## src/rtl/pfs_pkg.sv

```systemverilog
package pfs_pkg;
  localparam int ST_UV = 0;
  localparam int ST_IV = 1;
  localparam int ST_OT = 2;
  localparam int ST_OV = 3;
  localparam int ST_SC = 4;
  localparam int ST_W  = 5;
endpackage

```

## src/rtl/pfs_sync.sv

```systemverilog
module pfs_sync #(
  parameter int W = 1
) (
  input  logic         clk,
  input  logic         rst,
  input  logic [W-1:0] d,
  output logic [W-1:0] q
);
  logic [W-1:0] meta;

  always_ff @(posedge clk) begin
    if (rst) begin
      meta <= '0;
      q    <= '0;
    end else begin
      meta <= d;
      q    <= meta;
    end
  end
endmodule

```

## src/rtl/pfs_sc_timer.sv

```systemverilog
module pfs_sc_timer #(
  parameter int NCH       = 6,
  parameter int SC_CYCLES = 280000
) (
  input  logic           clk,
  input  logic           rst,
  input  logic [NCH-1:0] s_low,
  input  logic [NCH-1:0] s_en,
  input  logic           s_uv,
  output logic           latched
);
  localparam int CW = $clog2(SC_CYCLES + 1);
  localparam logic [CW-1:0] LAST = CW'(SC_CYCLES - 1);

  logic [CW-1:0] cnt;
  logic          prev_uv, prev_off;
  logic          all_off, run, release_now;

  assign all_off     = ~|s_en;
  assign run         = (|s_low) & ~all_off & ~s_uv & ~latched;
  assign release_now = (prev_uv & ~s_uv) | (prev_off & ~all_off);

  always_ff @(posedge clk) begin
    if (rst) begin
      cnt      <= '0;
      latched  <= 1'b0;
      prev_uv  <= 1'b0;
      prev_off <= 1'b0;
    end else begin
      prev_uv  <= s_uv;
      prev_off <= all_off;
      if (latched) begin
        cnt <= '0;
        if (release_now) latched <= 1'b0;
      end else if (!run) begin
        cnt <= '0;
      end else if (cnt == LAST) begin
        cnt     <= '0;
        latched <= 1'b1;
      end else begin
        cnt <= cnt + 1'b1;
      end
    end
  end
endmodule

```

## src/rtl/pfs_gate_ctrl.sv

```systemverilog
module pfs_gate_ctrl
  import pfs_pkg::*;
#(
  parameter int NCH        = 6,
  parameter int SPECIAL_CH = 3
) (
  input  logic            clk,
  input  logic            rst,
  input  logic [NCH-1:0]  s_en,
  input  logic [NCH-1:0]  s_ovp,
  input  logic [NCH-1:0]  s_ocp,
  input  logic            s_uv,
  input  logic            s_iv,
  input  logic            s_ot,
  input  logic            latched,
  output logic [NCH-1:0]  hs_en,
  output logic [NCH-1:0]  ls_en,
  output logic [NCH-1:0]  ilim_req,
  output logic [ST_W-1:0] fault_stat
);
  logic           any_ov, hard_off;
  logic [NCH-1:0] hs_d, ls_d;

  assign any_ov   = |s_ovp;
  assign hard_off = s_uv | s_iv | s_ot | latched;

  for (genvar i = 0; i < NCH; i++) begin : g_ch
    always_comb begin
      if (hard_off) begin
        hs_d[i] = 1'b0;
        ls_d[i] = 1'b0;
      end else if (any_ov) begin
        hs_d[i] = 1'b0;
        ls_d[i] = (i == SPECIAL_CH);
      end else begin
        hs_d[i] = s_en[i];
        ls_d[i] = s_en[i];
      end
    end
  end

  always_ff @(posedge clk) begin
    if (rst) begin
      hs_en      <= '0;
      ls_en      <= '0;
      ilim_req   <= '0;
      fault_stat <= '0;
    end else begin
      hs_en      <= hs_d;
      ls_en      <= ls_d;
      ilim_req   <= s_ocp;
      fault_stat <= {latched, any_ov, s_ot, s_iv, s_uv};
    end
  end
endmodule

```

## src/rtl/pfs_top.sv

```systemverilog
module pfs_top
  import pfs_pkg::*;
#(
  parameter int NCH        = 6,
  parameter int SC_CYCLES  = 280000,
  parameter int SPECIAL_CH = 3
) (
  input  logic            clk,
  input  logic            rst,
  input  logic            uv_flag,
  input  logic            iv_flag,
  input  logic            ot_flag,
  input  logic [NCH-1:0]  vlow_flag,
  input  logic [NCH-1:0]  ovp_flag,
  input  logic [NCH-1:0]  ocp_flag,
  input  logic [NCH-1:0]  ch_en,
  output logic [NCH-1:0]  hs_en,
  output logic [NCH-1:0]  ls_en,
  output logic [NCH-1:0]  ilim_req,
  output logic [ST_W-1:0] fault_stat
);
  localparam int SW = 3 + 4 * NCH;

  logic [SW-1:0]  raw_v, syn_v;
  logic [NCH-1:0] s_low, s_ovp, s_ocp, s_en;
  logic           s_uv, s_iv, s_ot, latched;

  assign raw_v = {uv_flag, iv_flag, ot_flag, vlow_flag, ovp_flag, ocp_flag, ch_en};

  pfs_sync #(.W(SW)) u_sync (
    .clk(clk), .rst(rst), .d(raw_v), .q(syn_v)
  );

  assign {s_uv, s_iv, s_ot, s_low, s_ovp, s_ocp, s_en} = syn_v;

  pfs_sc_timer #(.NCH(NCH), .SC_CYCLES(SC_CYCLES)) u_timer (
    .clk(clk), .rst(rst), .s_low(s_low), .s_en(s_en), .s_uv(s_uv),
    .latched(latched)
  );

  pfs_gate_ctrl #(.NCH(NCH), .SPECIAL_CH(SPECIAL_CH)) u_gate (
    .clk(clk), .rst(rst), .s_en(s_en), .s_ovp(s_ovp), .s_ocp(s_ocp),
    .s_uv(s_uv), .s_iv(s_iv), .s_ot(s_ot), .latched(latched),
    .hs_en(hs_en), .ls_en(ls_en), .ilim_req(ilim_req), .fault_stat(fault_stat)
  );
endmodule

```

## config.mk

```make
export PLATFORM = sky130hd
export DESIGN_NAME = pfs_top
export DESIGN_NICKNAME = d
export VERILOG_FILES = /design/src/rtl/pfs_pkg.sv /design/src/rtl/pfs_sync.sv /design/src/rtl/pfs_sc_timer.sv /design/src/rtl/pfs_gate_ctrl.sv /design/src/rtl/pfs_top.sv
export SDC_FILE = /design/constraint.sdc
export NUM_CORES = 1
export LEC_CHECK = 0
export BUFFER_PORTS_ARGS = -buffer_cell sky130_fd_sc_hd__buf_4
export CORE_UTILIZATION = 49
export DETAILED_ROUTE_END_ITERATION = 8
export PLACE_DENSITY = 0.74
export SLEW_MARGIN = 20
export SYNTH_ARGS = -nofsm -noshare
export SYNTH_HDL_FRONTEND = slang
export SYNTH_SLANG_ARGS = --single-unit
```

## constraint.sdc

```tcl
create_clock -name clk -period 1.9 [get_ports clk]
set_clock_uncertainty 0.15 [all_clocks]
set_input_delay 0.38 -clock clk [delete_from_list [all_inputs] [get_ports clk]]
set_output_delay 0.38 -clock clk [all_outputs]
set_load 0.02 [all_outputs]
```

==> metrics.md <==
| Metric | Value |
|---|---|
| Asr flop ratio synth | 0 |
| Critical hold path startpoint | ocp_flag[4] |
| Global-route wire length before repair | roughly 7.7 mm |
| Tcrit/Tclk final | 0.964 |
| Max cap viols | 0 |
| Final HPWL DP | approximately 3.2 mm |
| Reg2reg path depth | 5 |
| Overall track demand over capacity in global routing | 0.159 |
| Placement Cell Area | 0.00350 mm² |
| Synth warn | 0 |
| Clock Path Buffers | 2 |
| Slowest CP cell | sky130_fd_sc_hd__or3_4 |
| Antenna violations before repair | 0 |
| Number of vias in the routed layout | about 2k |
| Final hold violation count | 0 |
| Share of the synthesized area in the top cell type | 0.620 |
| Post-route design area | ~0.0038 mm² |
| Type of the worst setup path | reg -> reg |
| Number of detailed-route iterations in the first pass | 4 |
| Transition at the pin with the smallest max-transition slack | just under 0.6 ns |
| Setup-violating endpoint count in the final report | 0 |
| Highest cell delay on the worst timing path | between 0.4 and 0.5 ns |
| Area Growth Syn to Fin | 24.9% |
| Clock Pin Slew Worst Setup and Hold Paths | approximately 0.090 ns |
| Worst slew margin relative to its limit | 0.602 |
| Run status | finished, final reports clean |
| Final period demand of the worst path | approximately 1.8 ns |
| Initial core utilization | 0.507 |
| Unrepaired setup endpoints after global routing | true |
| Top-Level Pins | 52 |
| Synthesized netlist net count | 307 |
| Number of pins exceeding their max-slew limit in the final report | 0 |
| Highest ir drop seen on vdd | approximately 0.60 mV |
| Critical R2R Launch | u_timer.cnt[0] |
| Post-Place Setup Slack | ~0.035 ns |
| Chip Height | about 80 µm |
| Number of DRC violations after detailed routing | 0 |
| Count of cell types in the netlist | 31 |
| Port Buf Inserts | just over 50 |
| Cell type with the largest total area after synthesis | sky130_fd_sc_hd__dfxtp_1 |
| Number of global-route vias before repair | roughly 1.8k |
| Top post-synthesis cells by count | sky130_fd_sc_hd__dfxtp_1 (93), sky130_fd_sc_hd__nor2b_1 (64), sky130_fd_sc_hd__nor3_1 (15) |
| H-tree levels | 3 |
| Kind of start point of the critical path | flip-flop |
| CTS sink cnt | slightly above 90 |
| Number of cells on the worst hold path | 2 |
| Final critical-path setup slack | approximately 0.068 ns |
| Clock tree from TritonCTS | yes |
| Share of final-layout standard cells stronger than drive strength 1 | 0.289 |
| Final RePlAce weighted congestion | 0.837 |
| Number of antenna cells inserted | 0 |
| Maximum number of pins on one net before global-route repair | 67 |
| NumNets Final | roughly 370 |
| Total detailed-routing wirelength | roughly 4.8 mm |
| P per Cell Area | 934 mW/mm² |
| Endpoint required time on the critical path | about 2.0 ns |
| DRT iter0 DRCs | slightly above 100 |
| Fill cell instance count of the final layout | roughly 500 |
| Cell with the most instances after synthesis | sky130_fd_sc_hd__dfxtp_1 |
| Post-route ant nets | 0 |
| Prevailing post-synth register cell | sky130_fd_sc_hd__dfxtp_1 |
| Sequential fraction of the synthesis area | 0.620 |
| Wire length per cell | ~11 µm |
| Critical path data arrival time | about 2 ns |
| Die W | 80.3 µm |
| Via density | ~4.8 |
| Die footprint | 0.00645 mm² |
| Crit Path Max Fanout | 4 |
| Critical path cell sequence | buf_4, nand4_1, or3_4, or3_1, a211oi_2 |
| Hold Path End | u_sync.meta[10] |
| Register bit count reported by yosys | 93 |
| Cells after synthesis | approximately 280 |
| Hold Path Class | in -> reg |
| Area of the mapped netlist | ~0.0030 mm² |
| Top cells by area in the synthesized netlist | sky130_fd_sc_hd__dfxtp_1 (62%), sky130_fd_sc_hd__nor2b_1 (13%), sky130_fd_sc_hd__xnor2_1 (2.9%), sky130_fd_sc_hd__nor3_1 (2.5%), sky130_fd_sc_hd__nor4_1 (2.1%) |
| Clock insertion delay at the later pin of the skew report | roughly 0.35 ns |
| Final global-route overflow total | 0 |
| Leakage | between 1 and 1.5 nW |
| Core footprint | 0.00592 mm² |
| Highest clock rate | about 0.55 GHz |
| Register-to-register setup slack | around 0.07 ns |
| Avg Cell Area, Syn | between 10 and 15 µm² |
| Number of buffers added by the clock tree synthesis step | 9 |
| FF-to-FF End | u_timer.cnt[15] |
| CTS Root Cell | sky130_fd_sc_hd__clkbuf_8 |
| Post-CTS Hold Buffers | 0 |
| CP Capture Type | flip-flop |
| Number of flops mapped to enable cells by yosys | 0 |
| Number of placement rows | 28 |
## metrics by stage
step	hold slack [ns]	TNS (ns)	utilization	instances	power (mW)
detailed placement	0.270	0	0.592	400	2.27
global route	0.0817	-0.743	0.634	418	3.64
CTS	0.0726	0	0.625	415	3.54
floorplan	0.264	0	-	277	2.18
finish	0.0894	0	0.634	418	3.50
global placement	0.265	0	0.592	400	2.26
## area by class of cell
type                       count  area [µm²]  area share
clock buffer                  10         138      0.0367
clock inverter                 5        60.1      0.0160
inverter                       4        15.0     0.00400
multi-input combinational    164        1070       0.286
sequential                    93        1870       0.498
tap                           75        93.8      0.0250
timing repair buffer          67         503       0.134
## cell usage in the layout, fill, tap and decap left out, types with 2 or more instances in the layout
master	n
sky130_fd_sc_hd__nor2_1	8
sky130_fd_sc_hd__or3_4	2
sky130_fd_sc_hd__xnor2_1	10
sky130_fd_sc_hd__a211oi_2	3
sky130_fd_sc_hd__xor2_1	3
sky130_fd_sc_hd__nor2b_1	64
sky130_fd_sc_hd__nor4_1	9
sky130_fd_sc_hd__o21ai_0	4
sky130_fd_sc_hd__dfxtp_1	88
sky130_fd_sc_hd__nand4_2	2
sky130_fd_sc_hd__and2_1	6
sky130_fd_sc_hd__nand2_1	7
sky130_fd_sc_hd__nor3_1	15
sky130_fd_sc_hd__clkbuf_8	10
sky130_fd_sc_hd__nand4_1	3
sky130_fd_sc_hd__a21oi_1	3
sky130_fd_sc_hd__inv_1	4
sky130_fd_sc_hd__or3_1	4
sky130_fd_sc_hd__buf_4	67
sky130_fd_sc_hd__nand3_1	10
sky130_fd_sc_hd__dfxtp_2	5
## how the worst max path moves through the flow
| stage | start | cells after the start | endpoint |
|---|---|---|---|
| floorplan | u_timer.cnt[0] | 5 | u_timer.cnt[18] |
| global placement | u_timer.cnt[1] | 5 | u_timer.cnt[18] |
| detailed placement | u_timer.cnt[1] | 5 | u_timer.cnt[18] |
| CTS | u_timer.cnt[1] | 5 | u_timer.cnt[18] |
| global route | u_timer.cnt[6] | 5 | u_timer.latched |
| finish | u_timer.cnt[0] | 5 | u_timer.cnt[15] |
## metal layers
metal | GRT usage | vias to the layer above | wire, µm
met2 | 0.254 | 56 | 2290
met1 | 0.190 | 908 | 2150
met5 | 0 | - | 0
met3 | 0.0409 | 7 | 247
li1 | - | 1038 | -
met4 | 0.0964 | 0 | 80
## state kept, by name, indices dropped and copies added, names as in the netlist
name               flops
u_gate.fault_stat      5
u_gate.hs_en           1
u_gate.ilim_req        6
u_gate.ls_en           6
u_sync.meta           27
u_sync.q              27
u_timer.cnt           19
u_timer.latched        1
u_timer.prev_off       1
## where the power goes
group	switching [mW]	internal [mW]
Clock	0.642	0.641
Sequential	0.0191	2.02
Combinational	0.0856	0.101
## logic make-up (layout without fill, tap and decap cells)
logic type / after synthesis / count (layout) / share of synthesized area
AND/OR/NAND/NOR: 137 / 137 / 0.273
flip-flops: 93 / 93 / 0.620
buffers and inverters: 20 / 86 / 0.0333
AO/OA/AOI/OAI: 13 / 13 / 0.0321
XOR/XNOR: 13 / 13 / 0.0379
adder cells (fa/ha/maj): 1 / 1 / 0.00416
## critical path, delay by kind of cell (launching register included)
family / cells / cell delay, ns
buf+inv: 1 / 0.12
simple gates: 3 / 0.92
flops: 1 / 0.35
compound gates: 1 / 0.22
## timing repair
action                                  4_1_cts  5_1_grt
gates resized for setup                       0       10
setup buffers                                 0        2
endpoints found under the setup margin        0       12
No activity file was read; power rests on OpenSTA's default activity.
